[config.mk]
export PLATFORM = sky130hd
export DESIGN_NAME = phw_addsub
export DESIGN_NICKNAME = d
export VERILOG_FILES = /design/src/rtl/phw_pkg.sv /design/src/rtl/phw_decode.sv /design/src/rtl/phw_lane.sv /design/src/rtl/phw_addsub.sv
export SDC_FILE = /design/constraint.sdc
export NUM_CORES = 1
export LEC_CHECK = 0
export CAP_MARGIN = 10
export CORE_UTILIZATION = 50
export CTS_BUF_LIST = sky130_fd_sc_hd__clkbuf_2
export DETAILED_ROUTE_END_ITERATION = 8
export DONT_BUFFER_PORTS = 1
export HOLD_SLACK_MARGIN = 0.08
export MAX_ROUTING_LAYER = met4
export PLACE_DENSITY_LB_ADDON = 0.08
export SLEW_MARGIN = 20
export SYNTH_ARGS = -nofsm -noshare
export SYNTH_HDL_FRONTEND = slang
export SYNTH_SLANG_ARGS = --single-unit
[constraint.sdc]
create_clock -name clk -period 1.5 [get_ports clk]
set_clock_uncertainty 0.05 [all_clocks]
set_input_delay 0.075 -clock clk [delete_from_list [all_inputs] [get_ports clk]]
set_output_delay 0.075 -clock clk [all_outputs]
set_load 0.05 [all_outputs]
[src/rtl/phw_pkg.sv]
package phw_pkg;
  localparam logic [3:0] COND_ALWAYS = 4'hE;

  typedef enum logic [1:0] {
    OP_ADD2 = 2'd0,
    OP_AXS  = 2'd1,
    OP_SXA  = 2'd2,
    OP_SUB2 = 2'd3
  } lane_op_e;

  typedef struct packed {
    logic [3:0] cond;
    logic [3:0] rn;
    logic [3:0] rd;
    logic [3:0] rm;
    logic [2:0] sel;
  } ifield_t;
endpackage

[src/rtl/phw_decode.sv]
module phw_decode
  import phw_pkg::*;
(
  input  logic [31:0] instr,
  input  logic        instr_valid,
  input  logic        cond_pass,
  output ifield_t     fld,
  output lane_op_e    op,
  output logic        sel_bad,
  output logic        exec
);
  always_comb begin
    fld.cond = instr[31:28];
    fld.rn   = instr[19:16];
    fld.rd   = instr[15:12];
    fld.rm   = instr[3:0];
    fld.sel  = instr[7:5];
  end

  assign op      = lane_op_e'(fld.sel[1:0]);
  assign sel_bad = fld.sel[2];
  assign exec    = instr_valid && ((fld.cond == COND_ALWAYS) || cond_pass);
endmodule

[src/rtl/phw_lane.sv]
module phw_lane #(
  parameter int unsigned LANE_W = 16
) (
  input  logic [LANE_W-1:0] a,
  input  logic [LANE_W-1:0] b,
  input  logic              sub,
  output logic [LANE_W-1:0] res,
  output logic              ge
);
  logic signed [LANE_W:0] ax;
  logic signed [LANE_W:0] bx;
  logic signed [LANE_W:0] sum;

  always_comb begin
    ax  = {a[LANE_W-1], a};
    bx  = {b[LANE_W-1], b};
    sum = sub ? (ax - bx) : (ax + bx);
  end

  assign res = sum[LANE_W-1:0];
  assign ge  = ~sum[LANE_W];
endmodule

[src/rtl/phw_addsub.sv]
module phw_addsub
  import phw_pkg::*;
#(
  parameter int unsigned LANE_W      = 16,
  parameter int unsigned GE_PER_LANE = 2
) (
  input  logic                      clk,
  input  logic                      rst_n,
  input  logic                      instr_valid,
  input  logic [31:0]               instr,
  input  logic                      cond_pass,
  input  logic [2*LANE_W-1:0]       opnd_n,
  input  logic [2*LANE_W-1:0]       opnd_m,
  output logic [3:0]                src_n_idx,
  output logic [3:0]                src_m_idx,
  output logic [3:0]                dst_idx,
  output logic [2*LANE_W-1:0]       result,
  output logic                      res_valid,
  output logic                      flag_we,
  output logic [2*GE_PER_LANE-1:0]  ge_flags
);
  localparam int unsigned NLANES = 2;
  localparam int unsigned DATA_W = NLANES * LANE_W;
  localparam int unsigned FLAG_W = NLANES * GE_PER_LANE;

  // reset: asynchronous assert, synchronous release
  logic [1:0] rst_sync;
  logic       rst_q_n;

  always_ff @(posedge clk or negedge rst_n) begin
    if (!rst_n) rst_sync <= 2'b00;
    else        rst_sync <= {rst_sync[0], 1'b1};
  end
  assign rst_q_n = rst_sync[1];

  // field decode
  ifield_t  fld;
  lane_op_e op;
  logic     sel_bad;
  logic     exec;

  phw_decode u_dec (
    .instr       (instr),
    .instr_valid (instr_valid),
    .cond_pass   (cond_pass),
    .fld         (fld),
    .op          (op),
    .sel_bad     (sel_bad),
    .exec        (exec)
  );

  assign src_n_idx = fld.rn;
  assign src_m_idx = fld.rm;

  // lane datapath
  logic              exch;
  logic [DATA_W-1:0] packed_res;
  logic [FLAG_W-1:0] packed_ge;

  assign exch = op[0] ^ op[1];

  for (genvar g = 0; g < NLANES; g++) begin : g_lane
    logic [LANE_W-1:0] a_l;
    logic [LANE_W-1:0] b_l;
    logic [LANE_W-1:0] r_l;
    logic              ge_l;

    assign a_l = opnd_n[g*LANE_W +: LANE_W];
    assign b_l = exch ? opnd_m[(NLANES-1-g)*LANE_W +: LANE_W]
                      : opnd_m[g*LANE_W +: LANE_W];

    phw_lane #(.LANE_W(LANE_W)) u_lane (
      .a   (a_l),
      .b   (b_l),
      .sub (op[g]),
      .res (r_l),
      .ge  (ge_l)
    );

    assign packed_res[g*LANE_W +: LANE_W]           = r_l;
    assign packed_ge[g*GE_PER_LANE +: GE_PER_LANE]  = {GE_PER_LANE{ge_l}};
  end

  // next state
  logic [DATA_W-1:0] result_d, result_q;
  logic [FLAG_W-1:0] flags_d, flags_q;
  logic [3:0]        dst_d, dst_q;
  logic              valid_d, valid_q;

  always_comb begin
    valid_d = exec;
    dst_d   = fld.rd;
    if (sel_bad) begin
      result_d = '0;
      flags_d  = '1;
    end else begin
      result_d = packed_res;
      flags_d  = packed_ge;
    end
  end

  // registers
  always_ff @(posedge clk or negedge rst_q_n) begin
    if (!rst_q_n) begin
      valid_q  <= 1'b0;
      result_q <= '0;
      flags_q  <= '0;
      dst_q    <= '0;
    end else begin
      valid_q <= valid_d;
      if (exec) begin
        result_q <= result_d;
        flags_q  <= flags_d;
        dst_q    <= dst_d;
      end
    end
  end

  assign result    = result_q;
  assign ge_flags  = flags_q;
  assign dst_idx   = dst_q;
  assign res_valid = valid_q;
  assign flag_we   = valid_q;
endmodule

==> summary by stage <==
Logic synthesis
The cell area after synthesis is 4817 µm². In the synthesized netlist the dominant register cell turns out to be sky130_fd_sc_hd__dfrtp_1. In this run, synthesis produced a sequential element count of 41.

The netlist uses 66 different library cells. In this run, synthesis inferred 0 flip-flops with an integrated enable. Synthesis produced a netlist with a net count of 738. By instance count, the leading cell after synthesis is sky130_fd_sc_hd__nand2_1.

Yosys attributes the largest share of cell area to sky130_fd_sc_hd__dfrtp_1, sky130_fd_sc_hd__ha_1, sky130_fd_sc_hd__mux2i_1. A synthesized cell averages 8.002 µm². Of all cell types, the one taking the most synthesized area is sky130_fd_sc_hd__dfrtp_1. The synthesis warning total is 0. The commonest cells after synthesis are sky130_fd_sc_hd__nand2_1, sky130_fd_sc_hd__nor2_1, sky130_fd_sc_hd__o21ai_0. The async set or reset register ratio after synthesis is 100.0%.

The count of mapped cells out of synthesis is 602. The portion of synthesized cell area occupied by the leading cell type is 21.30%. The sequential-to-total area share from yosys stat is 21.30%.

STA
Setup repair after global routing could not meet its margin everywhere. The maximum operating frequency is 0.3470 GHz. Dividing the final minimum period by the clock period gives 192.1%. The normalized max-slew margin is 64.92%. The post-layout worst setup margin is -1.382 ns. The setup total negative slack is -32.39 ns. The number of hold-slack violations in the final timing report is 5.

The number of pins exceeding their max-slew limit in the final report is 0. The total of endpoints with negative setup slack in the final report is 32. The measured slew at the worst slew-check pin is 0.5244 ns. On the final layout, the worst hold slack is -0.1261 ns. The minimum period implied by the final worst setup slack is 2.882 ns.

Worst setup path
The critical path goes through xor2_4 > mux2_4 > inv_4 > ha_4 > nor2b_4 > mux2i_4 > a2111oi_4 > and2_4 > a21oi_2 > xor2_1 > ha_1 > and3_4 > a211oi_4 > nor2b_1 > or4_1 > mux2i_1 > nor2_1. At the worst endpoint, the arrival time is 3.16 ns. The critical path endpoint category is a flip-flop. STA classifies the critical path startpoint as a primary input. The longest individual stage delay on the worst path is 0.47 ns. The largest individual stage delay along the critical path comes from the cell sky130_fd_sc_hd__or4_1.

At the worst endpoint, the required time is 1.78 ns. Of all nets on the critical path, the largest fanout is 54. The worst setup path is of the in2reg kind.

Cells and area
The repair_antennas step left the layout with diodes totalling 0. The post-layout instance area is 7057 µm². The area added between synthesis and finish is 46.49%. The count of nets after finishing is 902. The layout cell share with drive strength beyond 1 is 38.72%.

Fill cells in the final layout number 681.

Floorplan
The core area is 9284 µm². Row generation in the floorplan step produced 35 rows. The floorplan step defined a die boundary enclosing 10030 µm². From bottom edge to top edge, the die measures 100.2 µm. The initial utilization of the core area, before any placement, comes to 51.89%. The die is 100.2 µm wide. The boundary pin count is 150.

Worst hold path
The tightest min-delay check is of the in2reg type.

Power and ir drop
The analysis attributes to cell leakage a power of 3.208 nW. VDD sags by at most 0.4837 mV. Dividing total power by cell area gives a power density of 913.7 nW/µm².

Clock network
The maximum number of buffers from clock root to sink is 2. The tree is rooted in a sky130_fd_sc_hd__clkbuf_2. The H-tree generated during clock tree synthesis spans 2 levels. Clock latency on the worst-skew pair, taken at its later pin, is 0.40 ns. The number of buffers inserted for hold repair after clock tree synthesis is 17.

The number of buffers added by the clock tree synthesis step is 5. After clock tree synthesis, the clock-pin slew on the worst setup and hold paths is 0.20 ns. TritonCTS built the clock tree. Counting every sink on the clock net gives 41.

Routing
After detailed routing, the total wire length is 14880 µm. The remaining antenna violation count after routing is 0. The first-iteration detailed-routing DRC count is 150.

The DRC violations left is 0. After detailed routing, the average wire length per cell comes to 16.60 µm. The detailed-route vias per instance is 5.629. The first detailed-routing pass ran for 4 iterations.

The vias after detailed routing is 5044.

Status
The run finished, with violations left. The final reports fail on negative hold slack, negative setup slack.

GRT
The number of antenna violations at the first check in global routing came to 0. The total congestion overflow is 0. The wire length of the first global-routing pass is 23290 µm.

The number of global-route vias before repair was 4890. In the global route stage, overall resource usage came out at 29.91%. Entering global routing, the biggest net connects 55 pins.

Placement
The placed instances occupy a cell area of 6081 µm². The worst setup slack after placement is -2.039 ns. At the end of routability-driven placement, the weighted congestion stood at 0.9306. In this run the tool buffered the top-level ports with 0 buffer cells. The sum of net half-perimeters after detailed placement is 11110 µm.

Flow run
Across the run, the number of max-cap violations was 0.
## state kept, by name (all words and copies together), names as in the netlist
register  count
rst_sync      2
flag_we       1
dst_idx       4
ge_flags      2
result       32
## kinds of logic (layout without fill, tap and decap cells)
family | Yosys count | in the layout | share of synthesized area [%]
AOI/OAI and AO/OA | 159 | 159 | 21.92
xor gates and xnor gates | 51 | 51 | 10.05
adders and majority gates | 36 | 36 | 9.662
buffers and inverters | 60 | 225 | 6.104
DFF | 41 | 41 | 21.30
muxes | 50 | 50 | 11.06
other | 1 | 1 | 0.07785
and+or+nand+nor | 204 | 204 | 19.82
## critical path: cells and delay by family
family | cells | cell delay [ns]
simple gates | 6 | 1.14
mux | 3 | 0.57
compound gates | 3 | 0.50
fa+ha+maj | 2 | 0.43
xor+xnor | 2 | 0.34
buf+inv | 1 | 0.07
## timing repair
item | 4_1_cts | 5_1_grt
resized for setup | 97 | 40
hold endpoints to repair | 34 | 10
endpoints found under the setup margin | 32 | 32
pin swaps | 53 | 43
buffers inserted | 20 | 12
## through the flow
step	total power, mW	utilization, %	instances
final	6.448	76.01	896
after global routing	6.835	76.01	896
after CTS	6.185	73.18	887
after detailed placement	5.293	65.50	844
after global placement	5.201	65.50	844
after floorplan	4.175	-	602
## layout make-up
cell class,instances,area (µm²),area share [%]
clock buffers,8,40.04,0.5674
repair buffers,198,1617,22.91
well taps,129,161.4,2.287
inverters,19,73.82,1.046
flip-flops and latches,41,1026,14.54
multi-input cells,501,4139,58.65
## path summary, 6_finish.rpt
check | start | endpoint | slack [ns] | cells past startpoint
hold reg to reg | rst_sync[1] | result[18] | 0.26 | 1
min in group asynchronous | rst_sync[1] | result[18] | 0.26 | 1
hold / removal | opnd_n[16] | result[16] | -0.13 | 3
max in group asynchronous | rst_sync[1] | dst_idx[2] | 0.78 | 1
setup / recovery | instr[6] | ge_flags[2] | -1.38 | 17
setup reg to reg | result[15] | result[15] | 0.51 | 3
## cells in the final DEF (no fill, tap or decap), drive strengths merged, types with 11 or more instances in the layout
master       synthesis  layout
a21o                11      11
o31ai               15      15
nor2                55      55
nor3                11      11
o21ai               45      45
dlygate4sd3          0      17
xor2                32      32
mux2i               43      43
buf                 24     181
xnor2               19      19
ha                  34      34
a21oi               37      37
dfrtp               41      41
inv                 19      19
nand2               78      78
## power by group
part | internal (mW) | leakage [nW] | switching (mW) | total (mW)
sequential | 1.33 | 0.523 | 0.210 | 1.54
combinational | 1.99 | 2.65 | 2.44 | 4.43
clock | 0.137 | 0.0332 | 0.344 | 0.481
## routing by layer
| layer | GRT usage (%) | part of all wire (%) |
|---|---|---|
| met3 | 4.805 | 6.0 |
| met4 | 8.138 | 2.1 |
| met2 | 51.05 | 49 |
| met1 | 36.64 | 42 |
| met5 | - | 0 |
No activity file was read; power rests on OpenSTA's default activity.
